**src/rtl/stop_clk_pkg.sv**
```systemverilog
package stop_clk_pkg;

   typedef enum logic [1:0] {
      PM_RUN  = 2'b00,
      PM_STOP = 2'b01,
      PM_HALT = 2'b10,
      PM_STAB = 2'b11
   } pm_state_t;

   localparam logic [1:0] SRC_HS  = 2'b00;
   localparam logic [1:0] SRC_RO  = 2'b01;
   localparam logic [1:0] SRC_SUB = 2'b10;

   function automatic int stab_exp(input int code, input int base_e,
                                   input int step_e, input int max_e);
      int e;
      e = base_e + step_e * code;
      if (e > max_e) e = max_e;
      return e;
   endfunction

endpackage

```
**src/rtl/scc_wake_detect.sv**
```systemverilog
module scc_wake_detect #(
   parameter int IRQ_W = 16
) (
   input  logic [IRQ_W-1:0] irq_flag,
   input  logic [IRQ_W-1:0] irq_mask,
   output logic             wake
);

   logic [IRQ_W-1:0] hit;

   for (genvar i = 0; i < IRQ_W; i++) begin : g_src
      assign hit[i] = irq_flag[i] & ~irq_mask[i];
   end

   assign wake = |hit;

endmodule

```
**src/rtl/scc_stab_timer.sv**
```systemverilog
module scc_stab_timer
   import stop_clk_pkg::*;
#(
   parameter int SEL_W    = 3,
   parameter int BASE_EXP = 11,
   parameter int STEP_EXP = 2,
   parameter int MAX_EXP  = 17
) (
   input  logic             clk,
   input  logic             rst,
   input  logic             load,
   input  logic [SEL_W-1:0] sel_in,
   input  logic             count_en,
   output logic             done
);

   localparam int CNT_W = MAX_EXP;
   localparam int NCODE = 1 << SEL_W;

   logic [CNT_W-1:0] last_tab [NCODE];
   logic [SEL_W-1:0] sel_q;
   logic [CNT_W-1:0] cnt_q;

   for (genvar c = 0; c < NCODE; c++) begin : g_code
      localparam int E = stab_exp(c, BASE_EXP, STEP_EXP, MAX_EXP);
      assign last_tab[c] = CNT_W'((64'd1 << E) - 64'd1);
   end

   always_ff @(posedge clk) begin
      if (rst) begin
         sel_q <= '0;
      end else if (load) begin
         sel_q <= sel_in;
      end
   end

   always_ff @(posedge clk) begin
      if (rst || !count_en) begin
         cnt_q <= '0;
      end else begin
         cnt_q <= cnt_q + 1'b1;
      end
   end

   assign done = count_en && (cnt_q == last_tab[sel_q]);

endmodule

```
**src/rtl/scc_aux_osc.sv**
```systemverilog
module scc_aux_osc (
   input  logic clk,
   input  logic rst,
   input  logic opt_ro_stoppable,
   input  logic ro_sw_stop,
   input  logic sub_clk_use,
   output logic ring_osc_en,
   output logic sub_osc_en
);

   always_ff @(posedge clk) begin
      if (rst) begin
         ring_osc_en <= 1'b1;
         sub_osc_en  <= 1'b1;
      end else begin
         ring_osc_en <= ~(opt_ro_stoppable & ro_sw_stop);
         sub_osc_en  <= sub_clk_use;
      end
   end

endmodule

```
**src/rtl/scc_seq.sv**
```systemverilog
module scc_seq
   import stop_clk_pkg::*;
(
   input  logic       clk,
   input  logic       rst,
   input  logic       stop_req,
   input  logic [1:0] cpu_clk_sel,
   input  logic       wake,
   input  logic       stab_done,
   output logic       accept,
   output logic       counting,
   output pm_state_t  state
);

   pm_state_t nxt;
   logic      src_ok;

   assign src_ok   = (cpu_clk_sel == SRC_HS) || (cpu_clk_sel == SRC_RO);
   assign accept   = (state == PM_RUN) && stop_req && src_ok;
   assign counting = (state == PM_HALT) || (state == PM_STAB);

   always_comb begin
      nxt = state;
      unique case (state)
         PM_RUN:  if (accept) nxt = wake ? PM_HALT : PM_STOP;
         PM_STOP: if (wake) nxt = PM_STAB;
         PM_HALT,
         PM_STAB: if (stab_done) nxt = PM_RUN;
         default: nxt = PM_RUN;
      endcase
   end

   always_ff @(posedge clk) begin
      if (rst) state <= PM_RUN;
      else     state <= nxt;
   end

endmodule

```
**src/rtl/stop_clk_ctrl.sv**
```systemverilog
module stop_clk_ctrl
   import stop_clk_pkg::*;
#(
   parameter int IRQ_W    = 16,
   parameter int SEL_W    = 3,
   parameter int BASE_EXP = 11,
   parameter int STEP_EXP = 2,
   parameter int MAX_EXP  = 17
) (
   input  logic             clk,
   input  logic             rst,
   input  logic             stop_req,
   input  logic [1:0]       cpu_clk_sel,
   input  logic [IRQ_W-1:0] irq_flag,
   input  logic [IRQ_W-1:0] irq_mask,
   input  logic             opt_ro_stoppable,
   input  logic             ro_sw_stop,
   input  logic             sub_clk_use,
   input  logic [SEL_W-1:0] stab_sel,
   output logic             hs_osc_en,
   output logic             ring_osc_en,
   output logic             sub_osc_en,
   output logic             cpu_clk_en,
   output logic [1:0]       mode
);

   if (IRQ_W < 1) begin : g_bad_irq
      $error("IRQ_W must be at least 1");
   end
   if (SEL_W < 1 || SEL_W > 4) begin : g_bad_sel
      $error("SEL_W must lie in 1..4");
   end
   if (BASE_EXP < 1 || STEP_EXP < 0) begin : g_bad_exp
      $error("BASE_EXP must be >= 1 and STEP_EXP >= 0");
   end
   if (MAX_EXP < BASE_EXP || MAX_EXP > 30) begin : g_bad_max
      $error("MAX_EXP must lie in BASE_EXP..30");
   end

   logic      wake;
   logic      accept;
   logic      counting;
   logic      stab_done;
   pm_state_t state;

   scc_wake_detect #(.IRQ_W(IRQ_W)) wake_i (
      .irq_flag (irq_flag),
      .irq_mask (irq_mask),
      .wake     (wake)
   );

   scc_seq seq_i (
      .clk         (clk),
      .rst         (rst),
      .stop_req    (stop_req),
      .cpu_clk_sel (cpu_clk_sel),
      .wake        (wake),
      .stab_done   (stab_done),
      .accept      (accept),
      .counting    (counting),
      .state       (state)
   );

   scc_stab_timer #(
      .SEL_W    (SEL_W),
      .BASE_EXP (BASE_EXP),
      .STEP_EXP (STEP_EXP),
      .MAX_EXP  (MAX_EXP)
   ) timer_i (
      .clk      (clk),
      .rst      (rst),
      .load     (accept),
      .sel_in   (stab_sel),
      .count_en (counting),
      .done     (stab_done)
   );

   scc_aux_osc aux_i (
      .clk              (clk),
      .rst              (rst),
      .opt_ro_stoppable (opt_ro_stoppable),
      .ro_sw_stop       (ro_sw_stop),
      .sub_clk_use      (sub_clk_use),
      .ring_osc_en      (ring_osc_en),
      .sub_osc_en       (sub_osc_en)
   );

   assign hs_osc_en  = (state != PM_STOP);
   assign cpu_clk_en = (state == PM_RUN);
   assign mode       = state;

endmodule

```
**config.mk**
```make
export PLATFORM = sky130hd
export DESIGN_NAME = stop_clk_ctrl
export DESIGN_NICKNAME = d
export VERILOG_FILES = /design/src/rtl/stop_clk_pkg.sv /design/src/rtl/scc_wake_detect.sv /design/src/rtl/scc_stab_timer.sv /design/src/rtl/scc_aux_osc.sv /design/src/rtl/scc_seq.sv /design/src/rtl/stop_clk_ctrl.sv
export SDC_FILE = /design/constraint.sdc
export NUM_CORES = 1
export LEC_CHECK = 0
export BUFFER_PORTS_ARGS = -buffer_cell sky130_fd_sc_hd__buf_2
export CAP_MARGIN = 5
export CORE_ASPECT_RATIO = 0.9
export CORE_MARGIN = 3
export CORE_UTILIZATION = 50
export DETAILED_ROUTE_END_ITERATION = 8
export PLACE_DENSITY = 0.88
export RECOVER_POWER = 100
export SYNTH_ARGS = -nofsm -noshare
export SYNTH_HDL_FRONTEND = slang
export SYNTH_SLANG_ARGS = --single-unit
export TNS_END_PERCENT = 10
```
**constraint.sdc**
```tcl
create_clock -name clk -period 3.5 [get_ports clk]
set_clock_uncertainty 0.15 [all_clocks]
set_input_delay 0.525 -clock clk [delete_from_list [all_inputs] [get_ports clk]]
set_output_delay 0.525 -clock clk [all_outputs]
set_load 0.05 [all_outputs]
```
* Word-level counts from Yosys, hierarchy flattened
Memory sizes are Yosys's and may differ from the RTL's. Index checks and enable logic that the tools add are counted.
Storage, ports and cells: register bits after elaboration 24, bits in read-only memories 136, input port bits 43, output and inout bits 6, logic and storage cells 71, memories kept 1
Cells by class: $add $sub $neg 1, magnitude comparators 1, equality and inequality tests 9, multiplexer cells 7, bitwise operators 35, reduce and logical (&&, ||, !) cells 12
Memories:
- (name not given) | words 8, width 17, rd ports 1, clocked after Yosys merged registers in 0, wr ports 0, RTL line scc_stab_timer.sv:45 | assign done = count_en && (cnt_q == last_tab[sel_q]);
Operators by type and width (count):
- $mux W17 | 2
- $add A17 B1 Y17 const B | 1
- $and A1 B1 Y1 | 17
- $eq A17 B17 Y1 | 1
- $not A1 Y1 | 17
- $reduce_or A16 Y1 | 1
- $mux W2 | 4
- $ne A2 B1 Y1 const B | 4
- $pmux W2 S3 | 1
- $eq A2 B1 Y1 const B | 2
- $eq A2 B2 Y1 const B | 2
- $ge A4 B4 Y1 const B | 1
- $logic_not A2 Y1 | 2
- $not A3 Y4 | 1
- $logic_and A1 B1 Y1 | 3
- $logic_or A1 B1 Y1 | 3
- $reduce_and A3 Y1 | 1
- $reduce_or A2 Y1 | 1
- $logic_not A1 Y1 | 1

* Depth between registers and ports, before layout
Gate-level depths: netlist of run 1.
depth in word-level cells 8, depth in mapped cells 6, gate-level depth less buffers 6

* Cells and area by module
Synthesis of run 1 repeated with hierarchy kept, for this count alone.
Second synthesis, totals: cells, all modules 141, area, all modules 1246.2 um^2
Modules (own cells, without submodules):
- scc_stab_timer | instances 1, cells each 102, area each 893.4 um^2, seq. area each 400.4 um^2
- scc_wake_detect | instances 1, cells each 21, area each 178.9 um^2, seq. area each 0.0 um^2
- scc_seq | instances 1, cells each 12, area each 110.1 um^2, seq. area each 40.0 um^2
- scc_aux_osc | instances 1, cells each 4, area each 53.8 um^2, seq. area each 40.0 um^2
- stop_clk_ctrl | instances 1, cells each 2, area each 10.0 um^2, seq. area each 0.0 um^2

* Worst setup path before layout of run 1
OpenSTA, ideal clock, no wires.
path type flip-flop to flip-flop, start reg seq_i.state[1], end reg timer_i.sel_q[0], setup time 0.114 ns, data arrival time 1.935 ns, data required time 3.236 ns, slack 1.300 ns, cell stages (with the launch flop) 6, buffers on the path 1, clock period less this slack 2.200 ns, cell sequence dfxtp_1 nor2_1 and3_1 clkbuf_1 mux2i_1 nor2_1
On the way: word-level cells in the longest chain between the ends 3
Ends and longest elaborated chain:
- from (decl) | RTL line scc_seq.sv:12 | output pm_state_t state
- from (signal assigned) | RTL line scc_seq.sv:35 | else state <= nxt;
- $logic_not A2 Y1
- named net cpu_clk_en | RTL line stop_clk_ctrl.sv:23 | output logic cpu_clk_en,
- $logic_and A1 B1 Y1 (2 in series) | RTL line scc_seq.sv:19 | assign accept = (state == PM_RUN) && stop_req && src_ok;
- to (signal assigned) | RTL line scc_stab_timer.sv:33 | sel_q <= sel_in;
- to (decl) | RTL line scc_stab_timer.sv:21 | logic [SEL_W-1:0] sel_q;
The timed path passes the listed nets, and every way through them passes these cells. A chain may end at the register's enable or synchronous reset.

* Final worst setup path of run 1
start reg seq_i.state[1], end out hs_osc_en
On the way: word-level cells in the longest chain between the ends 1
Ends and longest elaborated chain:
- $ne A2 B1 Y1 | RTL line stop_clk_ctrl.sv:88 | assign hs_osc_en = (state != PM_STOP);
- to (decl) | RTL line stop_clk_ctrl.sv:20 | output logic hs_osc_en,
Every way passes these cells.

==> results of run 1 <==
[worst max path at each step]
stage                                 from                             to  slack (ns)  cells past startpoint
2_1_floorplan  seq_i.state[1]$_SDFFE_PP0P_  timer_i.sel_q[0]$_SDFFE_PP0P_        1.30                      5
3_3_place_gp   timer_i.cnt_q[0]$_SDFF_PP0_    seq_i.state[0]$_SDFFE_PP0P_        1.78                      5
3_5_place_dp                  irq_mask[14]    seq_i.state[1]$_SDFFE_PP0P_        1.72                      6
4_1_cts        seq_i.state[1]$_SDFFE_PP0P_                      hs_osc_en        1.66                      2
5_1_grt        seq_i.state[1]$_SDFFE_PP0P_                      hs_osc_en        1.38                      2
6_report       seq_i.state[1]$_SDFFE_PP0P_                      hs_osc_en        1.46                      2
[worst max-delay path: stages (launching register included)]
cell and delay, ns:
dfxtp_1 0.45, nand2b_1 0.14, clkbuf_1 0.47
[cells in the final DEF, fill, tap and decap left out, types with 6 or more instances in the layout]
cell type / netlist / layout
dfxtp_1: 24 / 24
buf_2: 0 / 40
nand2b_1: 13 / 13
nand2_1: 7 / 7
nand4_1: 5 / 6
nor2_1: 22 / 22
xor2_1: 12 / 12
clkbuf_1: 2 / 7
inv_1: 7 / 7
[sequential cells by signal, summed over array words and instances (netlist names)]
name and cells:
aux_i.ring_osc_en 1, timer_i.cnt_q 17, aux_i.sub_osc_en 1, timer_i.sel_q 3
seq_i.state 2
[logic make-up (layout without fill, tap and decap cells)]
family,Yosys count,after routing,share of synthesized area (%)
AND/OR/NAND/NOR,66,66,30.7
flip-flops,24,24,41.6
AO/OA/AOI/OAI,17,17,10.3
XOR/XNOR,13,13,9.86
buffers and inverters,10,57,3.90
multiplexers,3,3,2.60
adder cells (fa/ha/maj),1,1,1.08
[cell type report]
class	instances	area share, %
Timing Repair Buffer	47	16.2
Sequential cell	24	34.3
Clock buffer	3	1.61
Multi-Input combinational cell	100	43.8
Inverter	7	1.88
Tap cell	25	2.23
[layer usage]
layer  GRT usage, %  up-vias
met5              0        -
met3           4.96        7
met1           21.1      503
met2           32.7       43
met4           10.7        0
li1               -      555
[power groups by stage]
stage / Sequential, mW / Combinational (mW) / Clock [mW]
after floorplan: 0.293 / 0.0241 / 0
after global placement: 0.287 / 0.0571 / 0
after detailed placement: 0.287 / 0.0592 / 0
after CTS: 0.281 / 0.0594 / 0.119
after global routing: 0.282 / 0.0643 / 0.132
final: 0.281 / 0.0578 / 0.117
==> impl_metrics.json, run 1 <==
{
  "post_drt_wl_per_cell_um": 12.2,
  "cts_sinks": 24,
  "fp-row-count": 15,
  "outcome": "finished clean",
  "power_frac_seq_pct": 61.8,
  "hpwl_um": 2090,
  "drt_iter0_drc": 39,
  "grt_pass1_wl_um": 4260,
  "dr_wl_met2_um": 1210,
  "cts_hold_buf": 0,
  "worstHoldPathCells": 2,
  "p_clk_share_pct": 25.6,
  "design_power_total_mw": 0.456,
  "yosys_warnings": 0,
  "dp_slack_ns": 1.72,
  "drv_cap": 0,
  "setup_viol": 0,
  "async_flop_share_pct": 0,
  "hold_start": "ro_sw_stop",
  "switchingPower_mw": 0.110,
  "critPathCaptureType": "primary output",
  "clk_latency_ns": 0.31,
  "yosys-top-cells-area": "dfxtp_1 (42%), xor2_1 (9.1%), nor2_1 (7.2%), nand2b_1 (7.0%), o2111ai_1 (3.0%)",
  "highest_layer": "met4",
  "synth.top_cell.area_share_pct": 41.6,
  "min_to": "aux_i.ring_osc_en$_SDFF_PP1_",
  "routed-wl-met3_um": 167,
  "fin_util_pct": 68.4,
  "wl_met1_um": 1070,
  "cell_internal_pwr_mw": 0.346,
  "period_minus_slack_ns": 2.04,
  "switching_share_pct": 24.1,
  "vias": 1108,
  "cp-start-kind": "flip-flop",
  "initial_core_util_pct": 56.5,
  "postCtsSetupRepairBufs": 0,
  "n_fill_cell": 192,
  "crit_arrival_ns": 1.37,
  "ant_nets": 0,
  "postCtsResizedCells": 0,
  "rsz0062_at_grt": "no",
  "grt_start_max_net_pins": 17,
  "die_h_um": 51.6,
  "synth-seq-area-share_pct": 41.6,
  "synth_edf_count": 0,
  "first_global_vias": 1024,
  "hold_viol_final": 0,
  "ys_ff_latch": 24,
  "grt_overflow": 0,
  "peakVddDrop_v": 0.000252,
  "htreeDepth": 1,
  "antenna_found_initial": 0,
  "fp.dieArea_um2": 2920,
  "timing.hold.ws_ns": 0.230,
  "path_max_fanout": 7,
  "root_buffer": "clkbuf_4",
  "nets": 227,
  "fmax_mhz": 489,
  "tightest_slew_ns": 0.597,
  "layout-drive-gt1-share_pct": 25.4,
  "place.gp.congestion": 0.759,
  "period_share_pct": 58.4,
  "rr_endpoint": "seq_i.state[0]$_SDFFE_PP0P_",
  "p_leak_nw": 0.612,
  "crit-reg2reg-launch": "timer_i.cnt_q[0]$_SDFF_PP0_",
  "power_density_nw_per_um2": 325,
  "drtPass1Iterations": 4,
  "post_dp_cell_area_um2": 1400,
  "antennaDiodeCount": 0,
  "ys_types": 30,
  "synth_nets": 178,
  "netlist_top_cells_count": "dfxtp_1 (24), nor2_1 (22), nand2b_1 (13)",
  "reg2regPathDepth": 5,
  "path_class": "reg2out",
  "routed_via_density": 5.38,
  "hold_class": "in2reg",
  "critPathRequiredTime_ns": 2.82,
  "syn2layout_area_growth_pct": 21.2,
  "synth_area_leader_cell": "dfxtp_1",
  "avgSynthCellArea_um2": 8.62,
  "wirelength_um": 2510,
  "fin_ws_ns": 1.46,
  "ios": 49,
  "yosysMostFrequentCell": "dfxtp_1",
  "post-route-drc-count": 0,
  "numCtsBuffers": 3,
  "p_comb_share_pct": 12.7,
  "ff_latch_area_um2": 480,
  "placed_cells": 203,
  "synth-main-ff-cell": "dfxtp_1",
  "finish.instance_area_um2": 1400,
  "multi_input_area_um2": 613,
  "cts.path.max_buffers": 2,
  "core_um2": 2050,
  "path_clk_slew_ns": 0.11,
  "relSlewSlack_pct": 60.4,
  "final_cells": 206,
  "gr-usage-all-layers_pct": 18.9,
  "die_w_um": 56.7,
  "slew_violations": 0,
  "io_buffers": 47,
  "r2r_slack_ns": 1.70,
  "synth_area_um2": 1150,
  "syn_inst": 134,
  "cts_tree": "yes",
  "tns_ns": 0
}
(Power assumes the default switching activity.)
==> run 2: changes to the inputs <==
--- a/config.mk
+++ b/config.mk
@@ -9,9 +9,9 @@
 export CAP_MARGIN = 5
 export CORE_ASPECT_RATIO = 0.9
 export CORE_MARGIN = 3
-export CORE_UTILIZATION = 50
+export CORE_UTILIZATION = 42
 export DETAILED_ROUTE_END_ITERATION = 8
-export PLACE_DENSITY = 0.88
+export PLACE_DENSITY = 0.8
 export RECOVER_POWER = 100
 export SYNTH_ARGS = -nofsm -noshare
 export SYNTH_HDL_FRONTEND = slang
==> constraint.sdc (replaced) <==
create_clock -name clk -period 1.75 [get_ports clk]
set_clock_uncertainty 0.15 [all_clocks]
set_input_delay 0.2625 -clock clk [delete_from_list [all_inputs] [get_ports clk]]
set_output_delay 0.2625 -clock clk [all_outputs]
set_load 0.05 [all_outputs]
==> impl_metrics.json, run 2 (synthesis gave the netlist of run 1 again) <==
{
  "outcome": "finished clean",
  "fin_ws_ns": 0.0832,
  "multi_input_area_um2": 637,
  "crit_slowest_cell": "dfxtp_1",
  "drv_cap": 0,
  "numCtsBuffers": 3,
  "cts.path.max_buffers": 2,
  "grt_pass1_wl_um": 4730,
  "use_met1_pct": 19.7,
  "post_drt_wl_per_cell_um": 12.2,
  "syn2layout_area_growth_pct": 31.4,
  "period_minus_slack_ns": 1.67,
  "root_buffer": "clkbuf_4",
  "htreeDepth": 1,
  "layout_common_cells": "buf_2 (41), dfxtp_1 (23), nor2_1 (21)",
  "initial_core_util_pct": 45.6,
  "antenna_found_initial": 0,
  "p_leak_nw": 0.694,
  "grt.busiest_layer": "met2",
  "design_power_total_mw": 0.919,
  "hold_class": "in2reg",
  "critPathRequiredTime_ns": 1.81,
  "gr-usage-met3_pct": 3.48,
  "ff_latch_area_um2": 482,
  "fp.dieArea_um2": 3420,
  "ant_nets": 0,
  "hold_viol_final": 0,
  "fp-row-count": 17,
  "path_class": "reg2reg",
  "dp_slack_ns": 0.163,
  "finish.instance_area_um2": 1520,
  "largest_registers": "timer_i.cnt_q (17), timer_i.sel_q (3), seq_i.state (2)",
  "die_h_um": 55.7,
  "tightest_slew_ns": 0.600,
  "largest-register": "timer_i.cnt_q",
  "critPathCaptureType": "flip-flop",
  "grt_overflow": 0,
  "gr-usage-all-layers_pct": 17.6,
  "ios": 49,
  "placed_cells": 213,
  "n_fill_cell": 201,
  "path_clk_slew_ns": 0.12,
  "reg2regPathDepth": 5,
  "place.gp.congestion": 0.758,
  "die_w_um": 61.3,
  "drtPass1Iterations": 4,
  "power_density_nw_per_um2": 605,
  "post_dp_cell_area_um2": 1470,
  "worstHoldPathCells": 2,
  "drt_iter0_drc": 29,
  "crit_chain": "nand4_1, nor3_1, o21bai_1, a41oi_1, a32o_1",
  "nets": 237,
  "final_cells": 219,
  "tns_ns": 0,
  "cts_tree": "yes",
  "layout-drive-gt1-share_pct": 32.5,
  "wirelength_um": 2660,
  "cts_sinks": 24,
  "critPathMaxStageDelay_ns": 0.41,
  "antennaDiodeCount": 0,
  "largest_reg_flops": 17,
  "crit_arrival_ns": 1.73,
  "setup_viol": 0,
  "period_share_pct": 95.2,
  "routed_via_density": 5.42,
  "grt_use_met2_pct": 30.7,
  "post-route-drc-count": 0,
  "cp-start-kind": "flip-flop",
  "hpwl_um": 2170,
  "io_buffers": 47,
  "timing.hold.ws_ns": 0.0299,
  "rsz0062_at_grt": "no",
  "core_um2": 2530,
  "clk_latency_ns": 0.31,
  "relSlewSlack_pct": 60.2,
  "fmax_mhz": 600,
  "vias": 1187,
  "layout_commonest_cell": "buf_2",
  "path_max_fanout": 5,
  "slew_violations": 0,
  "grt_start_max_net_pins": 17,
  "first_global_vias": 1213,
  "peakVddDrop_v": 0.000345,
  "fin_util_pct": 60.0,
  "postCtsSetupRepairBufs": 0
}
-- run 2: cell types whose count changed in the layout (fill, tap and decap cells not counted), sizes merged --
cell	before	now
buf	40	48
clkbuf	10	9
dlygate4sd3	0	3
-- run 2: where the power goes --
part / internal (mW) / total, mW / switching (mW)
clock network: 0.0804 / 0.230 / 0.150
registers: 0.555 / 0.563 / 0.00791
logic: 0.0642 / 0.126 / 0.0622
-- run 2: metal layers --
layer / share of wire, % / vias up
met1: 39 / 538
li1: - / 574
met2: 50 / 63
met3: 7.7 / 12
met5: 0 / -
met4: 2.8 / 0
-- run 2: repair_timing --
action | CTS | global route
hold endpoints to repair | 2 | 0
hold buffers | 3 | 0
gates resized for setup | 0 | 0
-- run 2: worst max-delay path, delay by kind of cell, from the launching register on --
family	cells	cell delay [ns]
AOI/OAI and AO/OA	3	0.54
and+or+nand+nor	2	0.47
DFF	1	0.41
-- run 2: path summary, 6_finish.rpt --
check | startpoint | to | slack (ns)
setup / recovery | timer_i.cnt_q[13]$_SDFF_PP0_ | seq_i.state[0]$_SDFFE_PP0P_ | 0.08
hold / removal | rst | timer_i.sel_q[2]$_SDFFE_PP0P_ | 0.03
setup reg to reg | timer_i.cnt_q[13]$_SDFF_PP0_ | seq_i.state[0]$_SDFFE_PP0P_ | 0.08
hold reg to reg | timer_i.sel_q[2]$_SDFFE_PP0P_ | timer_i.sel_q[2]$_SDFFE_PP0P_ | 0.36
-- run 2: cell type report --
class                   count  area share (%)
multi-input cells         100            42.0
flip-flops and latches     24            31.7
repair buffers             57            20.8
well taps                  28            2.31
inverters                   7            1.73
clock buffers               3            1.48
==> run 3: changes to the inputs <==
--- a/config.mk
+++ b/config.mk
@@ -5,15 +5,16 @@
 export SDC_FILE = /design/constraint.sdc
 export NUM_CORES = 1
 export LEC_CHECK = 0
-export BUFFER_PORTS_ARGS = -buffer_cell sky130_fd_sc_hd__buf_2
+export BUFFER_PORTS_ARGS = -buffer_cell sky130_fd_sc_hd__clkbuf_2
 export CAP_MARGIN = 5
 export CORE_ASPECT_RATIO = 0.9
 export CORE_MARGIN = 3
-export CORE_UTILIZATION = 42
+export CORE_UTILIZATION = 43
 export DETAILED_ROUTE_END_ITERATION = 8
 export PLACE_DENSITY = 0.8
 export RECOVER_POWER = 100
 export SYNTH_ARGS = -nofsm -noshare
 export SYNTH_HDL_FRONTEND = slang
+export SYNTH_HIERARCHICAL = 1
 export SYNTH_SLANG_ARGS = --single-unit
 export TNS_END_PERCENT = 10
==> impl_metrics.json, run 3 <==
{
  "outcome": "finished, violations left",
  "violations": "setup timing",
  "layout_commonest_cell": "clkbuf_2",
  "hold_class": "in2reg",
  "initial_core_util_pct": 48.0,
  "ff_latch_area_um2": 490,
  "final_cells": 248,
  "synth_area_leader_cell": "dfxtp_1",
  "cp-startpoint": "timer_i/cnt_q[1]$_SDFF_PP0_",
  "vias": 1259,
  "wirelength_um": 2960,
  "grt_pass1_wl_um": 5160,
  "hold_viol_final": 0,
  "netlist_top_cells_count": "dfxtp_1 (24), nor2_1 (16), a21oi_1 (10), nor2b_1 (10)",
  "nets": 255,
  "antennaDiodeCount": 0,
  "path_max_fanout": 7,
  "largest_registers": "timer_i/cnt_q (17), timer_i/sel_q (3), seq_i/state (2)",
  "timing.hold.ws_ns": 0.0267,
  "synth_nets": 185,
  "synth-main-ff-cell": "dfxtp_1",
  "ant_nets": 0,
  "synth-seq-area-share_pct": 38.6,
  "cts.path.max_buffers": 2,
  "p_leak_nw": 0.704,
  "grt_overflow": 0,
  "path_clk_slew_ns": 0.13,
  "critPathRequiredTime_ns": 1.80,
  "placed_cells": 241,
  "drt_iter0_drc": 40,
  "path_class": "reg2reg",
  "fmax_mhz": 531,
  "antenna_found_initial": 0,
  "peakVddDrop_v": 0.000486,
  "hold_start": "stab_sel[1]",
  "root_buffer": "clkbuf_4",
  "layout_common_cells": "clkbuf_2 (47), dfxtp_1 (18), buf_4 (18)",
  "slew_violations": 0,
  "tns_ns": -0.265,
  "die_h_um": 57.1,
  "ys_ff_latch": 24,
  "die_w_um": 62.7,
  "syn_inst": 141,
  "period_minus_slack_ns": 1.88,
  "gr-usage-met3_pct": 5.12,
  "cp-start-kind": "flip-flop",
  "rsz0062_at_grt": "yes",
  "crit-reg2reg-launch": "timer_i/cnt_q[1]$_SDFF_PP0_",
  "cts_tree": "yes",
  "period_share_pct": 108,
  "io_buffers": 47,
  "grt_use_met2_pct": 36.2,
  "drtPass1Iterations": 4,
  "power_density_nw_per_um2": 567,
  "hpwl_um": 2460,
  "gr-usage-all-layers_pct": 17.5,
  "n_fill_cell": 230,
  "fp.dieArea_um2": 3580,
  "largest_reg_flops": 17,
  "fin_ws_ns": -0.132,
  "synth.top_cell.area_share_pct": 38.6,
  "layout-drive-gt1-share_pct": 44.8,
  "post-route-drc-count": 0,
  "crit_arrival_ns": 1.93,
  "first_global_vias": 1349,
  "yosys_warnings": 6,
  "yosys-top-cells-area": "dfxtp_1 (39%), nor2b_1 (5.0%), a2111oi_2 (4.8%), nor2_1 (4.8%), xnor2_1 (4.2%)",
  "ios": 49,
  "core_um2": 2590,
  "place.gp.congestion": 0.806,
  "setup_viol": 3,
  "tightest_slew_ns": 0.333,
  "fp-row-count": 17,
  "synth_edf_count": 0,
  "relSlewSlack_pct": 77.7,
  "htreeDepth": 1,
  "use_met1_pct": 17.1,
  "ys_types": 34,
  "grt.busiest_layer": "met2",
  "critPathCaptureType": "flip-flop",
  "drv_cap": 0,
  "yosysMostFrequentCell": "dfxtp_1",
  "numCtsBuffers": 3,
  "synth_area_um2": 1250,
  "async_flop_share_pct": 0,
  "routed_via_density": 5.08,
  "avgSynthCellArea_um2": 8.84,
  "clk_latency_ns": 0.31,
  "post_drt_wl_per_cell_um": 11.9,
  "grt_start_max_net_pins": 14,
  "multi_input_area_um2": 749,
  "syn2layout_area_growth_pct": 40.5,
  "largest-register": "timer_i/cnt_q",
  "cts_sinks": 24
}
-- run 3: cell types whose count changed in the layout (fill, tap and decap cells not counted), sizes merged, moves of 6 or more --
cell,delta
xor2,-10
buf,-30
nor2,-6
a21oi,+6
nand2b,-10
clkbuf,+42
nor2b,+13
and3,-7
-- run 3: metal layers --
| layer | up-vias | part of all wire, % | wire [um] |
|---|---|---|---|
| met5 | - | 0 | 0 |
| met1 | 585 | 38 | 1120 |
| met3 | 4 | 5.1 | 151 |
| li1 | 638 | - | - |
| met2 | 32 | 57 | 1680 |
| met4 | 0 | 0.41 | 12 |
-- run 3: worst max-delay path: stages (launching register included) --
cell	delay, ns
dfxtp_2	0.37
ha_4	0.14
nand2_2	0.06
or4_4	0.53
a21oi_2	0.12
and4_1	0.22
and2_2	0.15
a2111oi_1	0.04
-- run 3: worst paths after layout --
kind | slack [ns] | endpoint | cells past startpoint
worst max-delay path | -0.13 | seq_i/state[1]$_SDFFE_PP0P_ | 7
worst min-delay path | 0.03 | timer_i/sel_q[1]$_SDFFE_PP0P_ | 3
worst max register to register | -0.13 | seq_i/state[1]$_SDFFE_PP0P_ | 7
worst min register to register | 0.38 | timer_i/sel_q[2]$_SDFFE_PP0P_ | 2
-- run 3: layout make-up --
type / instances / area share (%)
clock buffer: 4 / 2.07
timing repair buffer: 68 / 22.9
tap: 38 / 2.72
multi-input combinational: 107 / 42.8
inverter: 7 / 1.50
sequential: 24 / 28.0
-- run 3: cells by family after synthesis --
family / share of synthesized area [%]
and+or+nand+nor: 33.8
xor gates and xnor gates: 5.62
buffers and inverters: 3.51
muxes: 2.41
DFF: 38.6
adders and majority gates: 1.00
AOI/OAI and AO/OA: 15.1
-- run 3: what timing repair did --
action | in CTS | in global routing
setup endpoints to repair | 7 | 8
endpoints found under the hold margin | 2 | 0
resized for setup | 5 | 3
pin swaps | 6 | 2
buffers inserted | 0 | 0
gates cloned | 0 | 0
hold buffers | 3 | 0
-- run 3: through the flow --
stage / utilization (%) / power (mW) / area, um2 / setup slack [ns]
global placement: 64.2 / 0.709 / 1670 / -0.0800
floorplan: - / 0.649 / 1270 / -0.0877
finish: 67.5 / 0.993 / 1750 / -0.132
detailed placement: 64.2 / 0.716 / 1670 / -0.147
CTS: 67.1 / 1.01 / 1740 / -0.144
global route: 67.5 / 1.04 / 1750 / -0.209
-- run 3: power by group --
group	switching, mW	total (mW)	internal (mW)
Combinational	0.0688	0.145	0.0761
Clock	0.156	0.283	0.127
Sequential	0.00997	0.565	0.555
